`config.mk`:
```
export PLATFORM = sky130hd
export DESIGN_NAME = pwm_cycle_gen
export DESIGN_NICKNAME = d
export VERILOG_FILES = /design/src/rtl/pwm_gen_pkg.sv /design/src/rtl/pwm_rst_sync.sv /design/src/rtl/pwm_cfg_shadow.sv /design/src/rtl/pwm_period_counter.sv /design/src/rtl/pwm_level_out.sv /design/src/rtl/pwm_cycle_gen.sv
export SDC_FILE = /design/constraint.sdc
export NUM_CORES = 1
export LEC_CHECK = 0
export CORE_AREA = 2 2 54 69
export DETAILED_ROUTE_END_ITERATION = 8
export DIE_AREA = 0 0 56 71
export GPL_TIMING_DRIVEN = 0
export PLACE_DENSITY = 0.73
export SLEW_MARGIN = 25
export SYNTH_ARGS = -nofsm -noshare
export SYNTH_HDL_FRONTEND = slang
export SYNTH_SLANG_ARGS = --single-unit
export TNS_END_PERCENT = 100
```
`constraint.sdc`:
```
create_clock -name clk -period 0.97 [get_ports clk]
set_input_delay 0.194 -clock clk [delete_from_list [all_inputs] [get_ports clk]]
set_output_delay 0.194 -clock clk [all_outputs]
set_load 0.01 [all_outputs]
```
`src/rtl/pwm_gen_pkg.sv`:
```
package pwm_gen_pkg;

  // Action taken by the period counter on a given clock.
  typedef enum logic [1:0] {
    CNT_IDLE = 2'd0,  // run low: hold at zero, reload settings
    CNT_HOLD = 2'd1,  // running, no tick this clock
    CNT_STEP = 2'd2,  // running, tick, count below period
    CNT_WRAP = 2'd3   // running, tick, count at period: wrap and reload
  } cnt_act_e;

endpackage

```
`src/rtl/pwm_rst_sync.sv`:
```
module pwm_rst_sync #(
  parameter int STAGES = 2
) (
  input  logic clk,
  input  logic arst_n,
  output logic rst_n_sync
);

  logic [STAGES-1:0] sync_q;
  logic [STAGES-1:0] sync_d;

  generate
    for (genvar i = 0; i < STAGES; i++) begin : g_stage
      if (i == 0) begin : g_first
        assign sync_d[i] = 1'b1;
      end else begin : g_rest
        assign sync_d[i] = sync_q[i-1];
      end
    end
  endgenerate

  always_ff @(posedge clk or negedge arst_n) begin
    if (!arst_n) sync_q <= '0;
    else         sync_q <= sync_d;
  end

  assign rst_n_sync = sync_q[STAGES-1];

endmodule

```
`src/rtl/pwm_cfg_shadow.sv`:
```
module pwm_cfg_shadow #(
  parameter int CW = 8
) (
  input  logic          clk,
  input  logic          rst_n,
  input  logic          load_en,
  input  logic [CW-1:0] period_in,
  input  logic [CW-1:0] on_in,
  output logic [CW-1:0] period_act,
  output logic [CW-1:0] on_act
);

  logic [CW-1:0] period_q, period_d;
  logic [CW-1:0] on_q, on_d;

  // Next-state: copy the requested settings only when the counter says so.
  always_comb begin
    period_d = period_q;
    on_d     = on_q;
    if (load_en) begin
      period_d = period_in;
      on_d     = on_in;
    end
  end

  always_ff @(posedge clk or negedge rst_n) begin
    if (!rst_n) begin
      period_q <= '0;
      on_q     <= '0;
    end else begin
      period_q <= period_d;
      on_q     <= on_d;
    end
  end

  assign period_act = period_q;
  assign on_act     = on_q;


  hold_between_loads_chk: assert property (@(posedge clk) disable iff (!rst_n)
    !load_en |=> ($stable(period_act) && $stable(on_act)));


  load_captures_inputs_chk: assert property (@(posedge clk) disable iff (!rst_n)
    load_en |=> (period_act == $past(period_in) && on_act == $past(on_in)));

endmodule

```
`src/rtl/pwm_period_counter.sv`:
```
module pwm_period_counter
  import pwm_gen_pkg::*;
#(
  parameter int CW = 8
) (
  input  logic          clk,
  input  logic          rst_n,
  input  logic          run,
  input  logic          tick,
  input  logic [CW-1:0] period_act,
  output logic [CW-1:0] cnt,
  output logic          load_en
);

  localparam logic [CW-1:0] ONE = CW'(1);

  cnt_act_e      act;
  logic [CW-1:0] cnt_q, cnt_d;
  logic          at_end;

  assign at_end = (cnt_q == period_act);

  // Decide what this clock does.
  always_comb begin
    if (!run)        act = CNT_IDLE;
    else if (!tick)  act = CNT_HOLD;
    else if (at_end) act = CNT_WRAP;
    else             act = CNT_STEP;
  end

  // Next-state for the count.
  always_comb begin
    unique case (act)
      CNT_IDLE: cnt_d = '0;
      CNT_HOLD: cnt_d = cnt_q;
      CNT_STEP: cnt_d = cnt_q + ONE;
      CNT_WRAP: cnt_d = '0;
      default:  cnt_d = '0;
    endcase
  end

  always_ff @(posedge clk or negedge rst_n) begin
    if (!rst_n) cnt_q <= '0;
    else        cnt_q <= cnt_d;
  end

  assign cnt     = cnt_q;
  assign load_en = (act == CNT_IDLE) || (act == CNT_WRAP);


  cnt_within_period_chk: assert property (@(posedge clk) disable iff (!rst_n)
    cnt <= period_act);


  cnt_hold_no_tick_chk: assert property (@(posedge clk) disable iff (!rst_n)
    (run && !tick) |=> $stable(cnt));


  cnt_wrap_chk: assert property (@(posedge clk) disable iff (!rst_n)
    (run && tick && cnt == period_act) |=> (cnt == '0));


  cnt_idle_zero_chk: assert property (@(posedge clk) disable iff (!rst_n)
    !run |=> (cnt == '0));

endmodule

```
`src/rtl/pwm_level_out.sv`:
```
module pwm_level_out #(
  parameter int CW = 8
) (
  input  logic          clk,
  input  logic          rst_n,
  input  logic          run,
  input  logic          force_hi,
  input  logic [CW-1:0] cnt,
  input  logic [CW-1:0] on_act,
  output logic          pwm_out
);

  logic below_on;
  logic lvl_q, lvl_d;

  // Strict compare: on = 0 never high, on > period always high.
  assign below_on = (cnt < on_act);

  always_comb begin
    lvl_d = force_hi | (run & below_on);
  end

  always_ff @(posedge clk or negedge rst_n) begin
    if (!rst_n) lvl_q <= 1'b0;
    else        lvl_q <= lvl_d;
  end

  assign pwm_out = lvl_q;


  force_high_chk: assert property (@(posedge clk) disable iff (!rst_n)
    force_hi |=> pwm_out);


  zero_on_low_chk: assert property (@(posedge clk) disable iff (!rst_n)
    (!force_hi && on_act == '0) |=> !pwm_out);


  idle_low_chk: assert property (@(posedge clk) disable iff (!rst_n)
    (!force_hi && !run) |=> !pwm_out);

endmodule

```
`src/rtl/pwm_cycle_gen.sv`:
```
module pwm_cycle_gen #(
  parameter int CW       = 8,
  parameter int SYNC_STG = 2
) (
  input  logic          clk,
  input  logic          arst_n,
  input  logic          tick,
  input  logic          run,
  input  logic [CW-1:0] period_in,
  input  logic [CW-1:0] on_in,
  input  logic          force_hi,
  output logic          pwm_out
);

  logic          rst_n;
  logic          load_en;
  logic [CW-1:0] period_act;
  logic [CW-1:0] on_act;
  logic [CW-1:0] cnt;

  pwm_rst_sync #(.STAGES(SYNC_STG)) u_rst (
    .clk        (clk),
    .arst_n     (arst_n),
    .rst_n_sync (rst_n)
  );

  pwm_cfg_shadow #(.CW(CW)) u_shadow (
    .clk        (clk),
    .rst_n      (rst_n),
    .load_en    (load_en),
    .period_in  (period_in),
    .on_in      (on_in),
    .period_act (period_act),
    .on_act     (on_act)
  );

  pwm_period_counter #(.CW(CW)) u_cnt (
    .clk        (clk),
    .rst_n      (rst_n),
    .run        (run),
    .tick       (tick),
    .period_act (period_act),
    .cnt        (cnt),
    .load_en    (load_en)
  );

  pwm_level_out #(.CW(CW)) u_lvl (
    .clk      (clk),
    .rst_n    (rst_n),
    .run      (run),
    .force_hi (force_hi),
    .cnt      (cnt),
    .on_act   (on_act),
    .pwm_out  (pwm_out)
  );


  reset_low_chk: assert property (@(posedge clk)
    !rst_n |=> !pwm_out);

endmodule

```
==> flow_summary.toml <==
[timing]
tns_ns = -17.60
fmax_mhz = 569
clock-skew-final_ns = 0.00425
rsz0062_at_grt = "true"
postLayoutSetupSlackWorst_ns = -0.789
tightest_slew_ns = 0.561
setup_viol = 25
fin_crit_ns = 1.76
drv_slew = 0
relSlewSlack = 0.626
fin_crit_sh = 1.81
finalHoldViolCount = 0

[route]
drt-initial-drc-count = 27
drc = 0
vias = 1046
wire_per_inst_um = 15.4
routed_wl_mm = 3.05
dr.pass1.iters = 4
final_antenna_net_count = 0
drt-vias-per-instance = 5.28

[critical_path]
cp.arrival_ns = 1.93
worstPathCellList = "xor2_2 > nor4_4 > a31oi_4 > buf_6 > mux2_4"
startpoint_type = "register"
critPathMaxStageDelay_ns = 0.45
crit_buf_inv = 1
worstPathMaxFanout = 8
path_class = "reg -> reg"
r2r-end = "u_shadow.on_act[0]"
reg2reg_depth = 5
cp-startpoint = "u_cnt.cnt[2]"
r2r_start = "u_cnt.cnt[2]"
worstPathRequired_ns = 1.14
cp.depth = 5
crit_slowest_cell = "dfrtp_2"
crit_family = "flip-flops"
endpoint = "u_shadow.on_act[0]"
r2r_slack_ns = -0.79
critPathCaptureType = "register"

[clock_tree]
numCtsBuffers = 3
clk_pin_slew_ns = 0.10
cts_tree = "done"
ctsHtreeMaxLevel = 1
cts_hold_buffers = 0
clkSinkCount = 27
cts-root-buf = "clkbuf_8"
cts_buffer_depth = 2
insertion_delay_ns = 0.28

[logic_synthesis]
synth_area_mm2 = 0.00145
synthCells = 120
yosysSeqAreaShare = 0.468
ys_seq_elements = 27
synthTopCellsByArea = "dfrtp_1 47%, ha_1 6.9%, mux2_1 6.2%"
yosysUniqueCellTypes = 32
yosys.area.top_type = "dfrtp_1"
yosys.area.top_type_share = 0.468
syn-num-nets = 149
syn_area_per_cell_um2 = 12.0
yosys_warnings = 0

[placed_design]
dp_hpwl_mm = 2.07
dp.cells = 180
gp_congestion = 0.845
io_buffers = 21

[run_status]
status = "finished with violations"
failed_checks = "setup timing"

[cells_and_area]
nets = 189
multi_input_area_um2 = 837
antenna-diode-count = 0
syn2layout_area_growth_pct = 37.1
regArea_um2 = 684
layout-drive-gt1-share = 0.365
fillerInstances = 293
finalNonFillerCells = 198

[global_routing]
grt-ovfl-total = 0
grt_use_total = 0.164
grt_max_degree = 26
grt_pass1_vias = 1167
antenna_found_initial = 0
grt_pass1_wl_mm = 5.09

[power]
ir_drop_mv = 1.03
powerDensity_mw_per_mm2 = 1220
finalPower_mw = 2.42
power.leakage_nw = 0.893

[die]
die-area_mm2 = 0.00398
core_mm2 = 0.00336
num_rows = 24
initial_core_util = 0.430
die_w_um = 56
die_h_um = 71
ios = 22

[hold_path]
hold_class = "in -> async"

[run]
cap_viol_max_count = 0
[worst min-delay path by stage]
stage,start,end
finish,arst_n,u_rst.sync_q[0]
global route,arst_n,u_rst.sync_q[0]
CTS,arst_n,u_rst.sync_q[0]
detailed placement,u_rst.sync_q[0],u_rst.sync_q[1]
global placement,u_rst.sync_q[0],u_rst.sync_q[1]
floorplan,arst_n,u_rst.sync_q[0]
[state kept, by name, summed over array words and instances, names as in the netlist]
register / count
u_cnt.cnt: 8
u_shadow.on_act: 8
u_shadow.period_act: 8
u_rst.sync_q: 2
u_lvl.pwm_out: 1
[final cells by class]
cell class,count,area share
clock inverter,1,0.00379
timing repair buffer,35,0.160
buffer,2,0.00758
sequential,27,0.345
multi-input combinational,83,0.422
inverter,8,0.0152
tap,39,0.0246
clock buffer,3,0.0208
[cell usage after synthesis (all sizes together)]
cell and n:
nand2 2, xor2 8, dfrtp 27, xnor2 2, o2111ai 1, inv 8, nor2b 3, a211o 1
ha 8, o21a 2, o21bai 1, a211oi 1, or3 1, mux2 16, o21ai 1, and3 2
nand3b 2, a22o 2, a21o 3, nand4 2, nor2 2, nand2b 9, a21oi 6, buf 1
a21boi 1, nor4 2, mux2i 1, clkbuf 1, conb 1, a31oi 1, and2 2
[routing by layer]
metal  vias up  GRT usage  part of all wire
met5         -          0                 0
met4         0     0.0926             0.030
met3         9     0.0311             0.035
met2        24      0.303              0.54
met1       523      0.172              0.39
li1        490          -                 -
[cells in the final DEF (no fill, tap or decap), types with 4 or more instances in the layout]
master           count
clkdlybuf4s50_1     20
dfrtp_1             20
buf_4               12
inv_1                8
nand2b_1             8
mux2_2               8
mux2_4               7
dfrtp_2              7
ha_1                 5
xor2_2               4
xor2_1               4
[worst reg2reg max path: stages, from the launching register on]
cell and delay, ns:
dfrtp_2 0.45, xor2_2 0.20, nor4_4 0.36, a31oi_4 0.16, buf_6 0.18, mux2_4 0.31
[cell families after synthesis]
family	count (synthesis)	share of synthesized area
simple gates	27	0.132
flops	27	0.468
other cells	1	0.00259
xor+xnor	10	0.0606
mux	17	0.132
compound gates	20	0.105
fa+ha+maj	8	0.0693
buf+inv	10	0.0312
[power breakdown]
group          internal (mW)  switching, mW
clock network          0.293          0.371
logic                  0.277          0.183
registers               1.21         0.0828
total                   1.78          0.637
[repair_timing]
action | CTS | global route
setup buffers | 10 | 7
setup endpoints to repair | 51 | 26
pin swaps | 9 | 8
resized for setup | 16 | 14
gates cloned | 0 | 0
[per-stage QoR]
stage	hold WS, ns	cell area [µm²]	utilization	setup slack [ns]
finish	0.0589	1980	0.589	-0.789
floorplan	-0.102	1460	-	-0.865
global placement	0.336	1720	0.511	-1.06
detailed placement	0.338	1720	0.511	-1.11
global route	0.0479	1980	0.589	-0.813
CTS	0.0550	1870	0.557	-0.784
No activity file was read; power rests on OpenSTA's default activity.
